### config.mk
export PLATFORM = sky130hd
export DESIGN_NAME = vram_clk_stretch
export DESIGN_NICKNAME = d
export VERILOG_FILES = /design/src/rtl/vs_pkg.sv /design/src/rtl/vs_reset_sync.sv /design/src/rtl/vs_sync.sv /design/src/rtl/vs_decode.sv /design/src/rtl/vs_waitreg.sv /design/src/rtl/vs_stretch_fsm.sv /design/src/rtl/vram_clk_stretch.sv
export SDC_FILE = /design/constraint.sdc
export NUM_CORES = 1
export LEC_CHECK = 0
export CAP_MARGIN = 10
export CORE_MARGIN = 3
export CORE_UTILIZATION = 40
export DETAILED_ROUTE_END_ITERATION = 10
export PLACE_DENSITY_LB_ADDON = 0.12
export RECOVER_POWER = 100
export REMOVE_ABC_BUFFERS = 1
export SYNTH_ARGS = -nofsm -noshare
export SYNTH_HDL_FRONTEND = slang
export SYNTH_SLANG_ARGS = --single-unit
### constraint.sdc
create_clock -name clk_hc -period 0.9 [get_ports clk_hc]
set_input_delay 0.135 -clock clk_hc [delete_from_list [all_inputs] [get_ports clk_hc]]
set_output_delay 0.135 -clock clk_hc [all_outputs]
set_load 0.02 [all_outputs]
### src/rtl/vs_pkg.sv
package vs_pkg;
  typedef enum logic [2:0] {
    ST_IDLE  = 3'd0,
    ST_SEEK  = 3'd1,
    ST_GRANT = 3'd2,
    ST_TAIL  = 3'd3,
    ST_DONE  = 3'd4
  } stretch_st_e;

  function automatic int unsigned cnt_width(input int unsigned a, input int unsigned b);
    int unsigned m;
    m = (a > b) ? a : b;
    return (m < 2) ? 1 : $clog2(m + 1);
  endfunction
endpackage

### src/rtl/vs_reset_sync.sv
module vs_reset_sync #(
  parameter int unsigned STAGES = 2
) (
  input  logic clk,
  input  logic rst_n,
  output logic rst_n_sync
);
  logic [STAGES-1:0] chain_q;
  logic [STAGES-1:0] chain_d;

  always_comb chain_d = {chain_q[STAGES-2:0], 1'b1};

  always_ff @(posedge clk or negedge rst_n) begin
    if (!rst_n) chain_q <= '0;
    else        chain_q <= chain_d;
  end

  assign rst_n_sync = chain_q[STAGES-1];
endmodule

### src/rtl/vs_sync.sv
module vs_sync #(
  parameter int unsigned STAGES = 2
) (
  input  logic clk,
  input  logic rst_n,
  input  logic d,
  output logic q
);
  logic [STAGES-1:0] stg_q;

  genvar g;
  generate
    for (g = 0; g < STAGES; g++) begin : g_stage
      logic nxt;
      if (g == 0) begin : g_first
        always_comb nxt = d;
      end else begin : g_rest
        always_comb nxt = stg_q[g-1];
      end
      always_ff @(posedge clk or negedge rst_n) begin
        if (!rst_n) stg_q[g] <= 1'b0;
        else        stg_q[g] <= nxt;
      end
    end
  endgenerate

  assign q = stg_q[STAGES-1];
endmodule

### src/rtl/vs_decode.sv
module vs_decode #(
  parameter logic [3:0] VID_PORT_HI = 4'h8,
  parameter logic [7:0] WS_PORT     = 8'hBF
) (
  input  logic       clk,
  input  logic       rst_n,
  input  logic [7:0] cpu_port,
  input  logic       cpu_mreq,
  input  logic       cpu_iorq,
  input  logic       cpu_wr,
  input  logic       vram_sel,
  output logic       acc_start,
  output logic       ws_write
);
  logic hit, hit_q;
  logic ws_hit, ws_q;

  always_comb begin
    hit    = (cpu_mreq & vram_sel) | (cpu_iorq & (cpu_port[7:4] == VID_PORT_HI));
    ws_hit = cpu_iorq & cpu_wr & (cpu_port == WS_PORT);
  end

  always_ff @(posedge clk or negedge rst_n) begin
    if (!rst_n) begin
      hit_q <= 1'b0;
      ws_q  <= 1'b0;
    end else begin
      hit_q <= hit;
      ws_q  <= ws_hit;
    end
  end

  assign acc_start = hit & ~hit_q;
  assign ws_write  = ws_hit & ~ws_q;
endmodule

### src/rtl/vs_waitreg.sv
module vs_waitreg #(
  parameter int unsigned DATA_W = 8
) (
  input  logic              clk,
  input  logic              rst_n,
  input  logic              ws_write,
  input  logic [DATA_W-1:0] wdata,
  output logic              mem_wait_en
);
  logic [DATA_W-1:0] ws_q, ws_d;

  always_comb ws_d = ws_write ? wdata : ws_q;

  always_ff @(posedge clk or negedge rst_n) begin
    if (!rst_n) ws_q <= '0;
    else        ws_q <= ws_d;
  end

  assign mem_wait_en = ~(ws_q[3] & ws_q[2]);

  // the wait-state enable moves only after a port write
  assert_ws_only_on_write_R9: assert property (@(posedge clk) disable iff (!rst_n)
    !$stable(mem_wait_en) |-> $past(ws_write));
endmodule

### src/rtl/vs_stretch_fsm.sv
module vs_stretch_fsm
  import vs_pkg::*;
#(
  parameter int unsigned GRANT_HC = 2,
  parameter int unsigned EXTRA_HC = 1
) (
  input  logic clk,
  input  logic rst_n,
  input  logic acc_start,
  input  logic acc_held,
  input  logic win_sync,
  output logic cpu_clk_en,
  output logic vram_grant
);
  localparam int unsigned CNT_W = cnt_width(GRANT_HC, EXTRA_HC);
  localparam logic [CNT_W-1:0] GRANT_LAST = CNT_W'(GRANT_HC - 1);
  localparam logic [CNT_W-1:0] EXTRA_LAST = CNT_W'(EXTRA_HC - 1);

  stretch_st_e st_q, st_d;
  logic [CNT_W-1:0] cnt_q, cnt_d;

  always_comb begin
    st_d  = st_q;
    cnt_d = cnt_q;
    unique case (st_q)
      ST_IDLE:  if (acc_start) st_d = ST_SEEK;
      ST_SEEK:  if (win_sync) begin
                  st_d  = ST_GRANT;
                  cnt_d = GRANT_LAST;
                end
      ST_GRANT: if (cnt_q == '0) begin
                  st_d  = ST_TAIL;
                  cnt_d = EXTRA_LAST;
                end else begin
                  cnt_d = cnt_q - 1'b1;
                end
      ST_TAIL:  if (cnt_q == '0) st_d = ST_DONE;
                else             cnt_d = cnt_q - 1'b1;
      ST_DONE:  if (!acc_held) st_d = ST_IDLE;
      default:  st_d = ST_IDLE;
    endcase
  end

  always_ff @(posedge clk or negedge rst_n) begin
    if (!rst_n) begin
      st_q  <= ST_IDLE;
      cnt_q <= '0;
    end else begin
      st_q  <= st_d;
      cnt_q <= cnt_d;
    end
  end

  assign cpu_clk_en = (st_q == ST_IDLE) || (st_q == ST_DONE);
  assign vram_grant = (st_q == ST_GRANT);

  // independent run-length counter for the grant pulse
  logic [CNT_W:0] glen_q;
  always_ff @(posedge clk or negedge rst_n) begin
    if (!rst_n)          glen_q <= '0;
    else if (vram_grant) glen_q <= glen_q + 1'b1;
    else                 glen_q <= '0;
  end

  assert_grant_stalls_R6: assert property (@(posedge clk) disable iff (!rst_n)
    vram_grant |-> !cpu_clk_en);
  assert_grant_len_R6: assert property (@(posedge clk) disable iff (!rst_n)
    $fell(vram_grant) |-> (glen_q == (CNT_W+1)'(GRANT_HC)));
  assert_grant_in_window_R5: assert property (@(posedge clk) disable iff (!rst_n)
    $rose(vram_grant) |-> $past(win_sync));
  assert_tail_wait_R7: assert property (@(posedge clk) disable iff (!rst_n)
    $fell(vram_grant) |-> !cpu_clk_en);
endmodule

### src/rtl/vram_clk_stretch.sv
module vram_clk_stretch #(
  parameter int unsigned SYNC_STAGES = 2,
  parameter int unsigned GRANT_HC    = 2,
  parameter int unsigned EXTRA_HC    = 1,
  parameter logic [3:0]  VID_PORT_HI = 4'h8,
  parameter logic [7:0]  WS_PORT     = 8'hBF
) (
  input  logic       clk_hc,
  input  logic       rst_n,
  input  logic [7:0] cpu_port,
  input  logic       cpu_mreq,
  input  logic       cpu_iorq,
  input  logic       cpu_wr,
  input  logic [7:0] cpu_wdata,
  input  logic       vram_sel,
  input  logic       vid_win,
  output logic       cpu_clk_en,
  output logic       vram_grant,
  output logic       mem_wait_en
);
  logic rst_n_i;
  logic acc_start, ws_write, win_sync, acc_held;

  vs_reset_sync #(.STAGES(2)) i_rst (
    .clk(clk_hc), .rst_n(rst_n), .rst_n_sync(rst_n_i)
  );

  vs_sync #(.STAGES(SYNC_STAGES)) i_win_sync (
    .clk(clk_hc), .rst_n(rst_n_i), .d(vid_win), .q(win_sync)
  );

  vs_decode #(.VID_PORT_HI(VID_PORT_HI), .WS_PORT(WS_PORT)) i_dec (
    .clk(clk_hc), .rst_n(rst_n_i), .cpu_port(cpu_port), .cpu_mreq(cpu_mreq),
    .cpu_iorq(cpu_iorq), .cpu_wr(cpu_wr), .vram_sel(vram_sel),
    .acc_start(acc_start), .ws_write(ws_write)
  );

  assign acc_held = cpu_mreq | cpu_iorq;

  vs_waitreg #(.DATA_W(8)) i_ws (
    .clk(clk_hc), .rst_n(rst_n_i), .ws_write(ws_write), .wdata(cpu_wdata),
    .mem_wait_en(mem_wait_en)
  );

  vs_stretch_fsm #(.GRANT_HC(GRANT_HC), .EXTRA_HC(EXTRA_HC)) i_fsm (
    .clk(clk_hc), .rst_n(rst_n_i), .acc_start(acc_start), .acc_held(acc_held),
    .win_sync(win_sync), .cpu_clk_en(cpu_clk_en), .vram_grant(vram_grant)
  );

  // the processor is only ever stalled by a decoded video access
  assert_no_spurious_stall_R4: assert property (@(posedge clk_hc) disable iff (!rst_n_i)
    $fell(cpu_clk_en) |-> $past(acc_start));
  // once free, the clock enable stays up while the strobe is held
  assert_hold_release_R8: assert property (@(posedge clk_hc) disable iff (!rst_n_i)
    (cpu_clk_en && acc_held && !acc_start) |=> cpu_clk_en);
endmodule

-- Word-level counts from Yosys, hierarchy flattened
Index checks and enable logic that the tools add are counted.
- register bits after elaboration: 15
- input bits: 23
- word-level logic and storage cells: 49
- add/subtract/negate cells: 1
- equality and inequality tests: 12
- mux-type cells: 10
- bitwise gates (word level): 12
- reductions and logical operators: 6
- operator list (operator ; count):
    3-bit 2-to-1 mux ; 5
    3-bit case mux with 5 select lines ; 1
    8-bit equality test, second input constant ; 1
    2-bit != test, second input constant ; 4
    1-bit AND ; 7
    3-bit by 2-bit equality test with 1-bit output, second input constant ; 2
    2-bit 2-to-1 mux ; 3
    2-bit case mux with 3 select lines ; 1
    5-bit AND reduction ; 1
    4-bit equality test, second input constant ; 1
    2-bit by 1-bit != test with 1-bit output, second input constant ; 2
    3-bit by 1-bit equality test with 1-bit output, second input constant ; 1
    3-bit equality test, second input constant ; 1
    3-bit zero test ; 1
    1-bit NOT ; 3
    3-bit AND reduction ; 1
    3-bit nonzero test ; 1
    2-bit zero test ; 1
    1-bit bitwise OR ; 2
    2-bit by 1-bit subtractor with 2-bit output, second input constant ; 1
    1-bit logical OR ; 1

-- Logic depth before layout (Yosys ltp)
- word-level depth: 6
- depth in mapped cells: 5

-- Hierarchy
Synthesis repeated with hierarchy kept, for this count alone.
- cell total of the unflattened synthesis: 52
- area total of the unflattened synthesis: 629.4 sq um
- modules (own cells, without submodules) (module ; instances ; cells each ; area an instance (sq um) ; sequential area each (sq um)):
    vs_stretch_fsm ; 1 ; 30 ; 309.0 ; 125.1
    vs_decode ; 1 ; 11 ; 133.9 ; 50.0
    vs_waitreg ; 1 ; 5 ; 76.3 ; 50.0
    vs_reset_sync ; 1 ; 3 ; 53.8 ; 50.0
    vs_sync ; 1 ; 2 ; 50.0 ; 50.0
    vram_clk_stretch ; 1 ; 1 ; 6.3 ; 0.0

-- Worst setup path after synthesis
OpenSTA, ideal clock, no wires.
- path kind: reg-to-reg
- start: register i_fsm.cnt_q[0]
- end: register i_fsm.st_q[0]
- data arrival time: 1.259 ns
- path slack: -0.437 ns
- stages on the path, launching flop included: 6
- buffers on the path: 0
- path through: dfrtp_1 -> inv_1 -> ha_1 -> inv_1 -> a2111oi_0 -> o2bb2ai_1
- longest elaborated chain between the ends: 3
- elaborated cells on any way between the ends: 4
- those cells by class: eq/ne (2); reduce/logical (2)
- RTL lines (what ; line ; source):
    start, declared ; vs_stretch_fsm.sv:20 ; logic [CNT_W-1:0] cnt_q, cnt_d;
    start signal, assigned ; vs_stretch_fsm.sv:50 ; cnt_q <= cnt_d;
    2-bit zero test (*) ; vs_stretch_fsm.sv:31, vs_stretch_fsm.sv:37 ;
    2-bit by 1-bit != test with 1-bit output (no source line) ; -- ;
    5-bit AND reduction (no source line) (*) ; -- ;
    end signal, assigned ; vs_stretch_fsm.sv:49 ; st_q <= st_d;
    end, declared ; vs_stretch_fsm.sv:19 ; stretch_st_e st_q, st_d;
Mark *: on every way between the ends. The rest lies on a longest branch, timed or not.
A chain may end at the register's enable or synchronous reset.

-- Worst setup path after layout
- start: register i_fsm.st_q[0]
- end: register i_fsm.cnt_q[1]
- longest elaborated chain between the ends: 3
- elaborated cells on any way between the ends: 8
- those cells by class: eq/ne (5); mux (1); reduce/logical (2)
- RTL lines (what ; line ; source):
    3-bit by 2-bit equality test with 1-bit output or 3-bit by 1-bit equality test with 1-bit output (tied branches) ; vs_stretch_fsm.sv:25 ; unique case (st_q)
    2-bit != test (no source line) or 3-bit nonzero test (tied branches) ; -- ;
    3-bit AND reduction (no source line) ; -- ;
Several ways; a longest one is shown, not always the timed one.

==> results.ini <==
[outcome]
outcome = finished, violations left
violations = setup timing

[synth]
yosysSeqAreaShare_pct = 53.5
synthCells = 51
synth_cell_types = 28
synthFlopType = dfrtp_1
syn_area_um2 = 608
synth_edf_count = 0
synth_seq_cells = 13
avgSynthCellArea_um2 = 11.9
ys_warn_count = 0
async_flop_share_pct = 100

[floorplanning]
dieArea_um2 = 2020
start_util_pct = 44.5
coreArea_um2 = 1370
die_h_um = 45.0
row_count = 13
io_pins = 26
chipWidth_um = 45.0

[clock_tree]
holdBufCountCts = 0
clk_latency_ns = 0.27
cts.sinks = 13
cts-root-buf = clkbuf_4
tritoncts = yes
cts_buffer_depth = 2
htreeDepth = 1
clk_pin_slew_worst_paths_ns = 0.08
cts-buffers-inserted = 3

[power]
ir_drop_mv = 1.78
combPwrFrac_pct = 58.8
p_sw_mw = 1.07
clkPwrFrac_pct = 12.2
internal-power_mw = 1.79
swShare_pct = 37.3
p_seq_share_pct = 29.0
power.leakage_nw = 0.508
power.density_nw_per_um2 = 2650

[critical_path]
worstSetupEndpointType = flip-flop
start_kind = flip-flop
path_cells = buf_4, nand3b_1, a21oi_4, o22ai_1
arrival_ns = 1.40
r2r_slack_ns = -0.35
cp_slowest_cell = dfrtp_1
reg2regPathDepth = 4
reg2reg_to = i_fsm.cnt_q[1]
critPathMaxStageDelay_ns = 0.43
crit_path_max_fanout = 9
crit_type = reg2reg
worstPathRequired_ns = 1.05
reg2reg_from = i_fsm.st_q[0]

[final_layout]
fin_util_pct = 78.8
n_fill_cell = 100
final_area_um2 = 1080
area_growth_pct = 77.0
final_cells = 103
nets = 115
final_common_cell = buf_4
final_cell_mix = buf_4 (15), dfrtp_1 (12), dlymetal6s2s_1 (5)
drive_gt1_share_pct = 46.6
n_antenna_cell = 0

[sta]
skew_ns = 0.00391
final-max-slew-violation-count = 0
max_freq_ghz = 0.803
fin_crit_sh_pct = 138
hold_viol_final = 0
period_minus_slack_ns = 1.25
setup_viol = 10
fin_tns_setup_ns = -2.50
rsz0062_at_grt = true
worst_slack_ns = -0.345

[detailed_routing]
first_pass_iters = 4
wire_per_inst_um = 14.2
vias = 518
viasPerCell = 5.03
drt_iter0_drc = 4
drc = 0
antenna_left = 0
wirelength_um = 1460

[place]
gp_congestion = 0.788
io_buffers = 19
hpwl_um = 1100
place_area_um2 = 902
placed_cells = 96

[run]
drv_cap = 0

[min_path]
hold_path_class = in2async

[global_routing]
grt_pass1_vias = 578
grt_pass1_wl_um = 2480
grt_max_degree = 12
antenna_found_initial = 0
grtUsageTotal_pct = 18.3
grt-ovfl-total = 0

[cell usage after synthesis, types with 2 or more instances]
cell	instances	area (um2)
mux2_1	2	22.5
inv_1	3	11.3
nand2_1	3	11.3
ha_1	3	37.5
a21oi_1	2	10.0
nor2_1	4	15.0
dfrtp_1	13	325
[flip-flops by register name, indices dropped and copies added (netlist names)]
name,count
i_win_sync.g_stage.nxt,1
i_win_sync.q,1
i_ws.ws_q,2
i_fsm.st_q,3
i_rst.chain_q,2
i_fsm.cnt_q,2
i_dec.hit_q,1
i_dec.ws_q,1
[what timing repair did]
action	in CTS	in global routing
gates resized for setup	41	16
setup endpoints to repair	11	10
cloned	0	0
pin swaps	10	11
buffers inserted	3	0
[cell families (layout without fill, tap and decap cells)]
logic type	after synthesis	after routing	share of synthesized area, %
other	1	1	0.617
buffers and inverters	4	41	2.67
xor gates and xnor gates	1	1	1.44
adders and majority gates	3	3	6.17
and+or+nand+nor	15	15	17.3
AOI/OAI and AO/OA	11	11	13.0
DFF	13	13	53.5
muxes	3	3	5.35
[area by class of cell]
type	instances	area (um2)	area share, %
well taps	15	18.8	1.74
multi-input cells	34	377	35.0
repair buffers	34	314	29.2
clock buffers	4	26.3	2.44
flip-flops and latches	13	327	30.3
inverters	3	13.8	1.28
[worst max path at each step]
stage                     endpoint  slack (ns)            from
floorplan            i_fsm.st_q[0]       -0.44  i_fsm.cnt_q[0]
global placement      i_ws.ws_q[2]       -0.62        cpu_iorq
detailed placement    i_ws.ws_q[2]       -0.67        cpu_iorq
CTS                  i_fsm.st_q[0]       -0.30  i_fsm.cnt_q[0]
global route         i_fsm.st_q[0]       -0.40  i_fsm.cnt_q[0]
finish              i_fsm.cnt_q[1]       -0.35   i_fsm.st_q[0]
[power by group through the flow]
stage	combinational [mW]	clock [mW]	sequential [mW]
floorplan	0.498	0	0.820
CTS	1.51	0.357	0.817
finish	1.68	0.349	0.828
global route	1.80	0.409	0.847
global placement	1.15	0	0.782
detailed placement	1.20	0	0.795
[layer usage]
metal	share of wire, %	wire length [um]	vias to the layer above	track usage, %
met3	4.8	70	4	5.18
met4	2.1	31	0	11.7
li1	-	-	255	-
met5	0	0	-	0
met2	53	766	13	31.4
met1	40	590	246	19.6
[per-stage QoR]
step	hold WS, ns	worst slack [ns]	total power [mW]
after CTS	0.0139	-0.304	2.68
after floorplan	-0.161	-0.437	1.32
final	0.0900	-0.345	2.85
after global routing	0.0695	-0.398	3.06
after detailed placement	0.181	-0.669	1.99
after global placement	0.182	-0.624	1.93
[critical path, delay by kind of cell (launching register included)]
| family | cells | cell delay [ns] |
|---|---|---|
| DFF | 1 | 0.43 |
| AOI/OAI and AO/OA | 2 | 0.29 |
| buffers and inverters | 1 | 0.24 |
| and+or+nand+nor | 1 | 0.15 |
Note: power is estimated with default switching activity, not from simulation.
